<file path="config.mk">
export PLATFORM = sky130hd
export DESIGN_NAME = instEncoder
export DESIGN_NICKNAME = d
export VERILOG_FILES = /design/src/rtl/instEncPkg.sv /design/src/rtl/instEncForm.sv /design/src/rtl/instEncPath.sv /design/src/rtl/instEncCtrl.sv /design/src/rtl/instEncoder.sv
export SDC_FILE = /design/constraint.sdc
export NUM_CORES = 1
export LEC_CHECK = 0
export ABC_AREA = 1
export BUFFER_PORTS_ARGS = -buffer_cell sky130_fd_sc_hd__buf_2
export CAP_MARGIN = 25
export CORE_AREA = 2 2 126 91
export CTS_CLUSTER_SIZE = 12
export DETAILED_ROUTE_END_ITERATION = 10
export DIE_AREA = 0 0 128 93
export GPL_TIMING_DRIVEN = 0
export SETUP_SLACK_MARGIN = 0.02
export SYNTH_ARGS = -nofsm -noshare
export SYNTH_HDL_FRONTEND = slang
export SYNTH_SLANG_ARGS = --single-unit
</file>
<file path="constraint.sdc">
create_clock -name clk -period 2.5 [get_ports clk]
set_clock_uncertainty 0.15 [all_clocks]
set_input_delay 0.125 -clock clk [delete_from_list [all_inputs] [get_ports clk]]
set_output_delay 0.125 -clock clk [all_outputs]
set_load 0.02 [all_outputs]
</file>
<file path="src/rtl/instEncPkg.sv">
package instEncPkg;
  localparam int REG_W   = 3;
  localparam int WORD_W  = 16;
  localparam int MAX_LEN = 6;
  localparam int LEN_W   = $clog2(MAX_LEN + 1);
  localparam int PTR_W   = $clog2(MAX_LEN);

  typedef enum logic [1:0] {
    CLS_INC     = 2'd0,
    CLS_SUBIMM  = 2'd1,
    CLS_SUBRM   = 2'd2,
    CLS_SUBRM_B = 2'd3
  } opClass_e;

  typedef struct packed {
    opClass_e          cls;
    logic              wide;
    logic              memOp;
    logic              memIsSrc;
    logic              direct;
    logic [REG_W-1:0]  baseMode;
    logic [REG_W-1:0]  rmReg;
    logic [REG_W-1:0]  regNum;
    logic [WORD_W-1:0] disp;
    logic [WORD_W-1:0] imm;
  } instDesc_t;

  typedef struct packed {
    logic load;
    logic advance;
  } encStrobe_t;
endpackage

</file>
<file path="src/rtl/instEncForm.sv">
module instEncForm
  import instEncPkg::*;
(
  input  instDesc_t                 desc,
  output logic [MAX_LEN-1:0][7:0]   bytes,
  output logic [LEN_W-1:0]          len
);
  localparam int TAIL_BYTES = MAX_LEN - 2;
  localparam logic [REG_W-1:0] BP_ONLY = 3'd6;

  function automatic logic fitsByte(input logic [WORD_W-1:0] v);
    return v[WORD_W-1:7] == {(WORD_W-7){v[7]}};
  endfunction

  logic [1:0]       modSel;
  logic [REG_W-1:0] rmSel;
  logic [REG_W-1:0] midSel;
  logic [1:0]       dispLen;
  logic [1:0]       immLen;
  logic             sBit;
  logic             dBit;
  logic [WORD_W-1:0] dispMask;
  logic [WORD_W-1:0] immMask;
  logic [TAIL_BYTES*8-1:0] tail;
  logic [7:0]       opByte;
  logic             isRegForm;

  assign isRegForm = (desc.cls == CLS_SUBRM) || (desc.cls == CLS_SUBRM_B);

  // addressing byte fields and displacement length
  always_comb begin
    modSel  = 2'b11;
    rmSel   = desc.rmReg;
    dispLen = 2'd0;
    if (desc.memOp) begin
      if (desc.direct) begin
        modSel  = 2'b00;
        rmSel   = BP_ONLY;
        dispLen = 2'd2;
      end else begin
        rmSel = desc.baseMode;
        if (desc.disp == '0 && desc.baseMode != BP_ONLY) begin
          modSel  = 2'b00;
          dispLen = 2'd0;
        end else if (fitsByte(desc.disp)) begin
          modSel  = 2'b01;
          dispLen = 2'd1;
        end else begin
          modSel  = 2'b10;
          dispLen = 2'd2;
        end
      end
    end
  end

  // immediate length, sign-extend and direction bits, middle field
  always_comb begin
    immLen = 2'd0;
    sBit   = 1'b0;
    dBit   = 1'b0;
    midSel = '0;
    case (desc.cls)
      CLS_INC: midSel = 3'b000;
      CLS_SUBIMM: begin
        midSel = 3'b101;
        if (!desc.wide) begin
          immLen = 2'd1;
        end else if (fitsByte(desc.imm)) begin
          immLen = 2'd1;
          sBit   = 1'b1;
        end else begin
          immLen = 2'd2;
        end
      end
      default: begin
        midSel = desc.regNum;
        dBit   = desc.memOp & desc.memIsSrc;
      end
    endcase
  end

  always_comb begin
    case (desc.cls)
      CLS_INC:    opByte = {7'b1111111, desc.wide};
      CLS_SUBIMM: opByte = {6'b100000, sBit, desc.wide};
      default:    opByte = {6'b001010, dBit, desc.wide};
    endcase
  end

  // pack displacement then immediate, low bytes first
  always_comb begin
    dispMask = (dispLen == 2'd2) ? desc.disp :
               (dispLen == 2'd1) ? {8'h00, desc.disp[7:0]} : '0;
    immMask  = (immLen == 2'd2) ? desc.imm :
               (immLen == 2'd1) ? {8'h00, desc.imm[7:0]} : '0;
    tail = ({{(TAIL_BYTES*8-WORD_W){1'b0}}, immMask} << {dispLen, 3'b000})
         | {{(TAIL_BYTES*8-WORD_W){1'b0}}, dispMask};
  end

  always_comb begin
    bytes[0] = opByte;
    bytes[1] = {modSel, midSel, rmSel};
  end

  for (genvar g = 0; g < TAIL_BYTES; g++) begin : gTail
    assign bytes[g+2] = tail[g*8 +: 8];
  end

  assign len = LEN_W'(2) + LEN_W'(dispLen) + LEN_W'(immLen);

  logic unusedForm;
  assign unusedForm = isRegForm;
endmodule

</file>
<file path="src/rtl/instEncPath.sv">
module instEncPath
  import instEncPkg::*;
(
  input  logic       clk,
  input  logic       rstN,
  input  encStrobe_t strobe,
  input  instDesc_t  descIn,
  output logic [7:0] byteOut,
  output logic       atLast
);
  instDesc_t               descQ;
  logic [PTR_W-1:0]        ptr;
  logic [MAX_LEN-1:0][7:0] formBytes;
  logic [LEN_W-1:0]        formLen;

  always_ff @(posedge clk) begin
    if (!rstN) begin
      descQ <= '0;
      ptr   <= '0;
    end else if (strobe.load) begin
      descQ <= descIn;
      ptr   <= '0;
    end else if (strobe.advance) begin
      ptr <= ptr + 1'b1;
    end
  end

  instEncForm uForm (
    .desc  (descQ),
    .bytes (formBytes),
    .len   (formLen)
  );

  assign byteOut = formBytes[ptr];
  assign atLast  = (LEN_W'(ptr) == formLen - LEN_W'(1));
endmodule

</file>
<file path="src/rtl/instEncCtrl.sv">
module instEncCtrl
  import instEncPkg::*;
(
  input  logic       clk,
  input  logic       rstN,
  input  logic       inValid,
  input  logic       outReady,
  input  logic       atLast,
  output logic       inReady,
  output logic       outValid,
  output encStrobe_t strobe
);
  typedef enum logic {ST_IDLE, ST_EMIT} state_e;
  state_e state, stateNext;

  always_ff @(posedge clk) begin
    if (!rstN) state <= ST_IDLE;
    else       state <= stateNext;
  end

  always_comb begin
    stateNext = state;
    case (state)
      ST_IDLE: if (inValid) stateNext = ST_EMIT;
      ST_EMIT: if (outReady && atLast) stateNext = ST_IDLE;
      default: stateNext = ST_IDLE;
    endcase
  end

  assign inReady        = (state == ST_IDLE);
  assign outValid       = (state == ST_EMIT);
  assign strobe.load    = inReady && inValid;
  assign strobe.advance = outValid && outReady && !atLast;
endmodule

</file>
<file path="src/rtl/instEncoder.sv">
module instEncoder
  import instEncPkg::*;
(
  input  logic        clk,
  input  logic        rstN,
  input  logic        inValid,
  output logic        inReady,
  input  logic [1:0]  opClass,
  input  logic        wide,
  input  logic        memOp,
  input  logic        memIsSrc,
  input  logic        direct,
  input  logic [2:0]  baseMode,
  input  logic [2:0]  rmReg,
  input  logic [2:0]  regNum,
  input  logic [15:0] disp,
  input  logic [15:0] imm,
  output logic        outValid,
  input  logic        outReady,
  output logic [7:0]  outByte,
  output logic        outLast
);
  instDesc_t  descIn;
  encStrobe_t strobe;
  logic       atLast;

  always_comb begin
    descIn.cls      = opClass_e'(opClass);
    descIn.wide     = wide;
    descIn.memOp    = memOp;
    descIn.memIsSrc = memIsSrc;
    descIn.direct   = direct;
    descIn.baseMode = baseMode;
    descIn.rmReg    = rmReg;
    descIn.regNum   = regNum;
    descIn.disp     = disp;
    descIn.imm      = imm;
  end

  instEncCtrl uCtrl (
    .clk      (clk),
    .rstN     (rstN),
    .inValid  (inValid),
    .outReady (outReady),
    .atLast   (atLast),
    .inReady  (inReady),
    .outValid (outValid),
    .strobe   (strobe)
  );

  instEncPath uPath (
    .clk     (clk),
    .rstN    (rstN),
    .strobe  (strobe),
    .descIn  (descIn),
    .byteOut (outByte),
    .atLast  (atLast)
  );

  assign outLast = outValid && atLast;
endmodule

</file>
==> results of run 1 <==
## layout make-up
type	instances	area [um2]	area share, %
clock buffers	6	139	3.03
clock inverters	1	8.76	0.191
plain buffers	24	124	2.70
multi-input cells	404	2000	43.7
well taps	136	170	3.72
flip-flops and latches	51	1040	22.6
repair buffers	117	897	19.6
inverters	51	205	4.48
## timing repair
action                                  in CTS  in global routing
resized for setup                           77                 23
buffers inserted                            13                  2
gates cloned                                 2                  0
hold endpoints to repair                    40                  0
hold buffers                                40                  0
pin swaps                                   21                 15
endpoints found under the setup margin      13                 13
## through the flow
step | util (%) | hold slack, ns | setup TNS [ns] | worst slack, ns | instances
4_1_cts | 41.8 | 0.00225 | -1.29 | -0.306 | 788
3_5_place_dp | 33.6 | 0.238 | -1.30 | -0.382 | 726
5_1_grt | 42.7 | 0.0148 | -4.05 | -0.483 | 790
2_1_floorplan | - | 0.142 | 0 | 0.0318 | 530
3_3_place_gp | 33.6 | 0.224 | -0.868 | -0.282 | 726
6_report | 42.7 | -0.00932 | -1.53 | -0.309 | 790
## worst max-delay path, cell delays in order (launching register included)
cell and delay (ns):
dfxtp_2 0.39, nand2_1 0.06, nor2_1 0.09, nand3b_1 0.16
nand2_4 0.12, nand4_1 0.10, ha_2 0.22, fa_1 0.49
xor2_1 0.18, nand3_1 0.16, nor2_1 0.12, buf_4 0.15
## power groups by stage
stage / sequential (mW) / clock, mW / combinational, mW
3_5_place_dp: 0.966 / 0 / 0.601
6_report: 0.953 / 0.709 / 0.795
4_1_cts: 0.951 / 0.715 / 0.771
3_3_place_gp: 0.964 / 0 / 0.593
5_1_grt: 0.963 / 0.750 / 0.877
2_1_floorplan: 0.949 / 0 / 0.400
## sequential cells by signal, summed over array words and instances, names as in the netlist
name and cells:
uPath.descQ 47, uPath.ptr 3, uCtrl.outValid 1
## cells by family (layout without fill, tap and decap cells)
group	Yosys count	count (layout)	synth area share [%]
AOI/OAI and AO/OA	111	111	18.5
xor gates and xnor gates	3	3	0.840
adders and majority gates	3	3	1.44
buffers and inverters	75	199	9.60
DFF	51	51	32.6
and+or+nand+nor	287	287	37.0
## path summary, 6_finish.rpt
| kind | from | end | slack [ns] | depth (start not counted) |
|---|---|---|---|---|
| setup reg to reg | uPath.descQ[24]$_SDFFE_PN0P_ | uPath.ptr[2]$_SDFFE_PP0P_ | -0.18 | 14 |
| hold reg to reg | uPath.descQ[40]$_SDFFE_PN0P_ | uPath.descQ[40]$_SDFFE_PN0P_ | 0.33 | 2 |
| hold / removal | imm[10] | uPath.descQ[10]$_SDFFE_PN0P_ | -0.009 | 3 |
| setup / recovery | uPath.descQ[24]$_SDFFE_PN0P_ | outLast | -0.31 | 11 |
## Yosys cell counts
| library cell | count | area (um2) |
|---|---|---|
| nand3b_1 | 1 | 7.51 |
| xor2_1 | 3 | 26.3 |
| buf_4 | 3 | 22.5 |
| nand4_1 | 3 | 18.8 |
| nor2_1 | 108 | 405 |
| o211ai_1 | 2 | 15.0 |
| a21oi_1 | 29 | 145 |
| nand2_1 | 146 | 548 |
| nand4_2 | 1 | 12.5 |
| dfxtp_1 | 51 | 1020 |
| inv_1 | 48 | 180 |
| buf_6 | 1 | 11.3 |
| clkbuf_1 | 19 | 71.3 |
| fa_1 | 1 | 20.0 |
| nand2_4 | 3 | 33.8 |
| a211oi_1 | 1 | 7.51 |
| o21ai_0 | 70 | 350 |
| ha_1 | 2 | 25.0 |
| a221o_1 | 1 | 10.0 |
| a31oi_1 | 3 | 18.8 |
| nor3_1 | 3 | 15.0 |
| o21ai_1 | 3 | 15.0 |
| o21bai_1 | 1 | 7.51 |
| buf_1 | 1 | 3.75 |
| clkinv_1 | 2 | 7.51 |
| inv_2 | 1 | 3.75 |
| nand3_1 | 17 | 85.1 |
| o31a_1 | 1 | 8.76 |
| nor2_2 | 2 | 12.5 |
| and2_1 | 1 | 6.26 |
| nor3b_1 | 1 | 7.51 |
| nand2_2 | 1 | 6.26 |
## routing by layer
| layer | routed length, um | GRT usage [%] | share of wire (%) |
|---|---|---|---|
| met1 | 5830 | 28.8 | 52 |
| met2 | 4520 | 28.2 | 40 |
| met3 | 696 | 3.95 | 6.2 |
| met4 | 146 | 4.12 | 1.3 |
| met5 | 0 | 0 | 0 |
## placed cells by master (no fill, tap or decap), drive strengths merged, types with 3 or more instances in the layout
master       instances
xor2                 3
inv                 49
buf                 82
o21ai               73
nand4                4
nor3                 3
clkbuf              25
nor2               110
dfxtp               51
dlygate4sd3         40
a21oi               29
nand3               17
a31oi                3
clkinv               3
nand2              150
==> summary.md, run 1 <==
| Metric | Value |
|---|---|
| Outcome | finished with violations |
| Failing checks | hold timing, setup timing |
| Root buffer cell | clkbuf_16 |
| Max-slew violation count | 0 |
| Die Height | 93 um |
| Synth Cell Area | 3130 um2 |
| Die ar. | 11,900 um2 |
| H-tree depth | 2 |
| Clock network fraction of design power | 28.9% |
| Remaining antenna violation count | 0 |
| Peak VDD IR | 0.285 mV |
| DPL Wire Length | 8.43 mm |
| Tightest Pin Transition | 0.737 ns |
| Initial antenna violation count | 0 |
| Max-cap viol count | 0 |
| P per Cell Area | 537 nW/um2 |
| Seq/Total Area, Yosys | 32.6% |
| Chip width | 128 um |
| Gate Count Post-Synth | 530 |
| Switching part of the total | 34.2% |
| Vias post-DR | 3,847 |
| Share of post-route cells with drive strength above 1 | 23.5% |
| Switching power | 0.840 mW |
| TritonCTS clock tree | built |
| Port bufs | 60 |
| First-pass GRT wire length | 18.0 mm |
| Overflow after GRT | 0 |
| P_int | 1.62 mW |
| Worst setup path category | reg2out |
| Gr usage total | 19.2% |
| CORE AREA | 10,700 um2 |
| Initial Util | 29.2% |
| Final hold violation count | 1 |
| Drt drc | 0 |
| Critical Path Start Type | flop |
| Post-DP Area | 3600 um2 |
| Ant diodes | 0 |
| Relative slew slack | 50.9% |
| Unrepaired setup endpoints after global routing | yes |
| Post-route cell area | 4580 um2 |
| Crit end category | output port |
| CTS clk-pin slew, worst paths | 0.07 ns |
| Fmax | 356 MHz |
| Syn Nets | 584 |
| Worst EP required | 2.23 ns |
| Area Growth Syn to Fin | 46.3% |
| Final hold slack | -0.00932 ns |
| Synth Warn # | 0 |
| Register bit count reported by yosys | 51 |
| Via density | 4.87 |
| Power, Total | 2.46 mW |
| Clk_lat worst skew | 0.30 ns |
| Syn Area/Cell | 5.90 um2 |
| CP max FO | 4 |
| Cts bufs inserted | 5 |
| Pre-Repair DR Iteration Count | 6 |
| Io pins | 62 |
| Drt total wl | 11.2 mm |
| Final WS setup | -0.309 ns |
| Power share of the sequential group | 38.8% |
| Number of fill cells | 1,160 |
| Starting DRT DRC Count | 263 |
| Pin count of the biggest net entering global routing | 16 |
| CTS Sinks | 51 |
| Final GP Congestion | 0.956 |
| Vias in the first global route | 3,563 |
| Final setup viols | 13 |
| Fin crit share | 112% |
| LEAKAGE | 2.16 nW |
| Nets | 708 |
| # rows | 32 |
| Worst hold path class | in2reg |
| Synth cell types | 32 |
| Crit path DAT | 2.53 ns |
| Tmin final | 2.81 ns |
| Comb pwr share | 32.4% |
| Clock Path Buffers | 2 |
| Post-DR wirelength/cell | 14.2 um |
No activity file was read; power rests on OpenSTA's default activity.
==> inputs of run 2 (changes only) <==
- CORE_AREA: 2 2 126 91 -> 2 2 98 72
- DIE_AREA: 0 0 128 93 -> 0 0 100 74
- PLACE_DENSITY: not set -> 0.75
==> run 2 against run 1 <==
The run still ends with hold timing, setup timing left. Count of clock-buffer cells in the layout decreased by 1. Critical path type unchanged. Sequential cell count stayed put. Cell count is 6.1% lower. Worst setup slack lost 0.096 ns. Clock power decreased by 29%. Worst hold slack improved by 0.0036 ns. Wire length down 3.9%. Combinational power is 2.8% higher. Critical endpoint unchanged. Largest power group unchanged. Sequential power hardly changed. Largest cell class unchanged.
==> summary.md, run 2 (synthesis results as in run 1) <==
| Metric | Value |
|---|---|
| H-tree depth | 2 (unchanged) |
| Number of flip-flops in the largest register | 47 (unchanged) |
| Worst reg2reg setup slack | -0.24 ns (-0.06 ns) |
| Vias post-DR | 3,981 (+3.5%) |
| Number of fill cells | 590 (-49%) |
| Final setup viols | 13 (unchanged) |
| Clock Path Buffers | 2 (unchanged) |
| Die Height | 74 um (-20%) |
| Clk_lat worst skew | 0.31 ns (about the same) |
| Share of post-route cells with drive strength above 1 | 21.9% (-1.6 points) |
| LEAKAGE | 2.16 nW (-0.42%) |
| Io pins | 62 (unchanged) |
| Seq. cell area | 1030 um2 (-0.24%) |
| Setup_tns | -1.95 ns (-0.420 ns) |
| Chip width | 100 um (-22%) |
| P per Cell Area | 505 nW/um2 (-5.9%) |
| Crit end category | output port |
| CP max FO | 5 (+1) |
| Pre-CTS setup slack | -0.308 ns (+0.0741 ns) |
| Drt total wl | 10.7 mm (-3.9%) |
| DPL Wire Length | 7.55 mm (-11%) |
| Relative slew slack | 57.6% (+6.7 points) |
| R2R Path Start | uPath.descQ[31]$_SDFFE_PN0P_ |
| Initial antenna violation count | 0 (unchanged) |
| Post-route cell area | 4500 um2 (-1.7%) |
| Cells on worst reg2reg path | 14 (unchanged) |
| Peak VDD IR | 0.257 mV (-9.9%) |
| Gr usage total | 28.5% (+9.3 points) |
| Remaining antenna violation count | 0 (unchanged) |
| Vias in the first global route | 3,503 (-1.7%) |
| Overflow after GRT | 0 (unchanged) |
| Multi-input logic area | 1970 um2 (-1.5%) |
| Worst setup path category | reg2out |
| Drt drc | 0 (unchanged) |
| Via density | 5.37 (+10%) |
| Die ar. | 7400 um2 (-38%) |
| Ant diodes | 0 (unchanged) |
| CTS clk-pin slew, worst paths | 0.10 ns (+0.03 ns) |
| Failing checks | hold timing, setup timing |
| Reg-to-Reg End | uPath.ptr[1]$_SDFFE_PP0P_ |
| Tmin final | 2.91 ns (+0.0962 ns) |
| Dpl cells | 671 (-7.6%) |
| Nets | 714 (+0.85%) |
| Tightest Pin Transition | 0.637 ns (-0.100 ns) |
| Final hold slack | -0.00570 ns (+0.00363 ns) |
| Final GP Congestion | 0.946 (-1.1%) |
| Fin crit share | 116% (+3.8 points) |
| Met3 GRT Util | 3.48% (-0.47 points) |
| Starting DRT DRC Count | 371 (+41%) |
| Setup crit end | outLast |
| Final hold violation count | 1 (unchanged) |
| CORE AREA | 6510 um2 (-39%) |
| Met1 GRT Util | 41.0% (+12 points) |
| Post-DP Area | 3530 um2 (-1.9%) |
| Worst hold path class | in2reg |
| TritonCTS clock tree | built |
| Crit path from | uPath.descQ[31]$_SDFFE_PN0P_ |
| # rows | 25 (-22%) |
| Initial Util | 48.1% (+19 points) |
| Max-slew violation count | 0 (unchanged) |
| Finished Layout Cells | 742 (-6.1%) |
| Port bufs | 60 (unchanged) |
| Pin count of the biggest net entering global routing | 18 (+2) |
| Global routing's busiest layer | met2 |
| Area Growth Syn to Fin | 43.9% |
| Post-DR wirelength/cell | 14.5 um (+2.3%) |
| Final WS setup | -0.406 ns (-0.0962 ns) |
| CTS Sinks | 51 (unchanged) |
| Cts bufs inserted | 5 (unchanged) |
| Commonest non-fill, non-tap cells in the layout | 133 x nand2_1, 100 x nor2_1, 68 x o21ai_0 |
| Commonest non-fill, non-tap cell in the layout | nand2_1 |
| Root buffer cell | clkbuf_8 |
| First-pass GRT wire length | 16.7 mm (-7.3%) |
| Pre-Repair DR Iteration Count | 6 (unchanged) |
| Routing usage on met2 | 47.1% (+19 points) |
| Critical Path Start Type | flop |
| Crit path DAT | 2.63 ns (+0.10 ns) |
| Outcome | finished with violations |
| Fmax | 344 MHz (-3.3%) |
| Max-cap viol count | 0 (unchanged) |
| Unrepaired setup endpoints after global routing | yes |
| Top reg by flops | uPath.descQ |
| Worst EP required | 2.23 ns (about the same) |
## run 2: changes by cell type in the layout (fill, tap and decap cells not counted), moves of 4 or more
cell and delta:
dlygate4sd3_1 +4, nand3_1 +5, nand3_2 -5, clkbuf_16 -5, clkbuf_8 +4, nand2_1 +8, nand2_2 -8
## run 2: how the worst min path moves through the flow
stage                   start                           end  cells after the start
floorplan              imm[0]   uPath.descQ[0]$_SDFFE_PN0P_                      2
global placement    regNum[2]  uPath.descQ[34]$_SDFFE_PN0P_                      3
detailed placement   rmReg[2]  uPath.descQ[37]$_SDFFE_PN0P_                      3
CTS                   disp[1]  uPath.descQ[17]$_SDFFE_PN0P_                      3
global route          disp[1]  uPath.descQ[17]$_SDFFE_PN0P_                      3
finish                imm[10]  uPath.descQ[10]$_SDFFE_PN0P_                      3
## run 2: timing repair
item                                    4_1_cts  5_1_grt
endpoints found under the setup margin       13       13
pin swaps                                     8       18
endpoints found under the hold margin        44        0
buffers inserted                              9       12
resized for setup                            28       63
hold buffers                                 44        0
## run 2: worst max-delay path: stages (launching register included)
cell	delay, ns
dfxtp_2	0.40
nand2_1	0.06
nor2_1	0.12
nand3b_1	0.18
nand2_4	0.13
nand4_1	0.12
ha_2	0.22
fa_1	0.49
xor2_1	0.16
nand3_1	0.14
nor2_1	0.12
buf_4	0.15
## run 2: report_power, final
group	switching, mW	leakage (nW)	total (mW)	internal, mW
Sequential	0.0624	0.425	0.955	0.893
Combinational	0.472	1.68	0.817	0.345
Clock	0.299	0.0485	0.501	0.201
## run 2: per-layer routing
layer  up-vias  wire [um]  part of all wire (%)
li1       1946          -                     -
met1      1829       4840                    45
met2       194       4860                    45
met3        12        931                   8.7
met4         0        124                   1.2
met5         -          0                     0
## run 2: per-stage QoR
step / total power, mW / hold slack (ns) / util (%)
floorplan: 1.35 / 0.142 / -
global route: 2.39 / 0.0611 / 69.2
finish: 2.27 / -0.00570 / 69.2
CTS: 2.15 / 0.00767 / 64.6
detailed placement: 1.55 / 0.232 / 54.3
global placement: 1.54 / 0.222 / 54.3
## run 2: cell type report
type / instances / area share (%)
Multi-Input combinational cell: 404 / 43.7
Sequential cell: 51 / 23.0
Timing Repair Buffer: 123 / 21.5
Inverter: 51 / 4.61
Buffer: 24 / 2.89
Tap cell: 81 / 2.25
Clock buffer: 5 / 1.53
Clock inverter: 3 / 0.500
==> inputs of run 3 (changes only) <==
- clock period: 2.5 -> 2.4 ns (I/O delays scaled with it)
==> run 3 against run 2 <==
The flow still finishes with violations (hold timing, setup timing). Sequential power is 4.5% higher. Via count is 0.48% higher. Combinational power is 6.4% higher. Die area stayed put. Sequential cell count stayed put. Power is 9.7% higher.
==> summary.md, run 3 (synthesis results as in run 1) <==
| Metric | Value |
|---|---|
| Crit path DAT | 2.58 ns (-0.05 ns) |
| CTS Sinks | 51 (unchanged) |
| TritonCTS clock tree | built |
| Fmax | 350 MHz |
| Initial Util | 48.1% (unchanged) |
| Commonest non-fill, non-tap cells in the layout | 126 x nand2_1, 93 x nor2_1, 65 x o21ai_0 |
| Commonest non-fill, non-tap cell in the layout | nand2_1 |
| Post-route cell area | 4580 um2 (+1.8%) |
| Clk_lat worst skew | 0.31 ns (about the same) |
| CORE AREA | 6510 um2 (unchanged) |
| Final setup viols | 13 (unchanged) |
| # rows | 25 (unchanged) |
| Fin crit share | 119% |
| Number of fill cells | 571 (-3.2%) |
| Worst EP required | 2.13 ns (-0.10 ns) |
| Top reg by flops | uPath.descQ |
| Overflow after GRT | 0 (unchanged) |
| Drt drc | 0 (unchanged) |
| Critical Path Start Type | flop |
| Final hold slack | -0.0131 ns (-0.00743 ns) |
| DPL Wire Length | 7.57 mm (+0.32%) |
| Starting DRT DRC Count | 361 (-2.7%) |
| Worst setup path category | reg2out |
| Tmin final | 2.85 ns |
| Unrepaired setup endpoints after global routing | yes |
| Top layer in use | met4 |
| Cts bufs inserted | 5 (unchanged) |
| Number of flip-flops in the largest register | 47 (unchanged) |
| Pre-CTS setup slack | -0.360 ns (-0.0525 ns) |
| Gr usage total | 28.3% (-0.28 points) |
| Vias in the first global route | 3,492 (-0.31%) |
| H-tree depth | 2 (unchanged) |
| First-pass GRT wire length | 16.4 mm (-1.5%) |
| Post-DP Area | 3550 um2 (+0.53%) |
| Area Growth Syn to Fin | 46.4% |
| Met3 wire len | 895 um (-3.9%) |
| Post-DR wirelength/cell | 14.7 um (+1.3%) |
| Drt total wl | 10.9 mm (+1.6%) |
| Io pins | 62 (unchanged) |
| CP max FO | 5 (unchanged) |
| CTS clk-pin slew, worst paths | 0.10 ns (about the same) |
| Outcome | finished with violations |
| Clock Path Buffers | 2 (unchanged) |
| Wire length on met1 | 4.89 mm (+1.2%) |
| Crit end category | output port |
| Tightest Pin Transition | 0.648 ns (+0.0114 ns) |
| Relative slew slack | 56.8% (-0.76 points) |
| Failing checks | hold timing, setup timing |
| Pin count of the biggest net entering global routing | 18 (unchanged) |
| Final GP Congestion | 0.927 (-2.0%) |
| Peak VDD IR | 0.358 mV (+39%) |
| WL met2 | 4.89 mm (+0.68%) |
| Chip width | 100 um (unchanged) |
| Max-slew violation count | 0 (unchanged) |
| Initial antenna violation count | 0 (unchanged) |
| Die Height | 74 um (unchanged) |
| Max-cap viol count | 0 (unchanged) |
| P per Cell Area | 544 nW/um2 (+7.8%) |
| LEAKAGE | 2.19 nW (+1.5%) |
| Die ar. | 7400 um2 (unchanged) |
| Final hold violation count | 2 (+1) |
| Remaining antenna violation count | 0 (unchanged) |
| Via density | 5.38 (+0.21%) |
| Pre-Repair DR Iteration Count | 6 (unchanged) |
| Final WS setup | -0.454 ns (-0.0482 ns) |
| Vias post-DR | 4,000 (+0.48%) |
| Ant diodes | 0 (unchanged) |
| Nets | 716 (+0.28%) |
| Worst hold path class | in2reg |
| Share of post-route cells with drive strength above 1 | 24.6% (+2.6 points) |
| Root buffer cell | clkbuf_8 |
| Port bufs | 60 (unchanged) |
run 3: cell types whose count changed in the layout (fill, tap and decap cells not counted), moves of 3 or more:
| cell | before | now |
|---|---|---|
| buf_6 | 14 | 18 |
| dfxtp_1 | 43 | 40 |
| nand2_1 | 133 | 126 |
| nand2_2 | 11 | 19 |
| nor2_1 | 100 | 93 |
| nor2_2 | 6 | 11 |
| o21ai_0 | 68 | 65 |
| o21ai_1 | 2 | 6 |
run 3: area by class of cell:
class                           instances  area, um2  area share (%)
Buffer                                 24        125            2.73
Clock inverter                          3       47.5            1.04
Inverter                               51        205            4.48
Timing Repair Buffer                  125        987            21.6
Multi-Input combinational cell        404       2000            43.7
Tap cell                               81        101            2.21
Clock buffer                            5       68.8            1.50
Sequential cell                        51       1040            22.8
run 3: routing by layer:
metal / vias up / GRT usage, %
li1: 1951 / -
met1: 1827 / 39.9
met2: 196 / 45.7
met3: 26 / 5.36
met4: 0 / 5.94
met5: - / 0
run 3: stage by stage:
stage	power [mW]	util (%)	TNS [ns]	std cells
after global routing	2.62	70.4	-4.90	744
after floorplan	1.41	-	-0.0111	530
after global placement	1.60	54.6	-1.02	671
after detailed placement	1.62	54.6	-1.28	671
after CTS	2.40	67.5	-2.53	736
final	2.49	70.4	-3.22	744
run 3: timing repair:
item | in CTS | in global routing
hold endpoints to repair | 45 | 0
endpoints found under the setup margin | 13 | 13
buffers inserted | 13 | 13
gates resized for setup | 64 | 40
gates cloned | 0 | 0
pin swaps | 27 | 22
hold buffers | 44 | 0
run 3: worst paths after layout:
kind | from | endpoint | slack [ns] | depth (start not counted)
worst max-delay path | uPath.descQ[31]$_SDFFE_PN0P_ | outLast | -0.45 | 12
worst min-delay path | regNum[1] | uPath.descQ[33]$_SDFFE_PN0P_ | -0.01 | 3
worst max register to register | uPath.descQ[31]$_SDFFE_PN0P_ | uPath.ptr[2]$_SDFFE_PP0P_ | -0.43 | 16
worst min register to register | uPath.descQ[40]$_SDFFE_PN0P_ | uPath.descQ[40]$_SDFFE_PN0P_ | 0.34 | 2
run 3: power by group:
part           internal (mW)  switching, mW  total (mW)
clock network          0.316          0.310       0.626
registers              0.930         0.0674       0.998
logic                  0.371          0.499       0.869
total                   1.62          0.876        2.49
run 3: worst max-delay path, cell delays in order (launching register included):
cell and delay [ns]:
dfxtp_4 0.39, nor2_4 0.10, nand2_1 0.06, nor2_2 0.12, nand2_2 0.10, nand2_4 0.10, nand4_1 0.14, ha_2 0.22
fa_1 0.49, xor2_1 0.15, nand3_1 0.13, nor2_1 0.11, buf_4 0.14
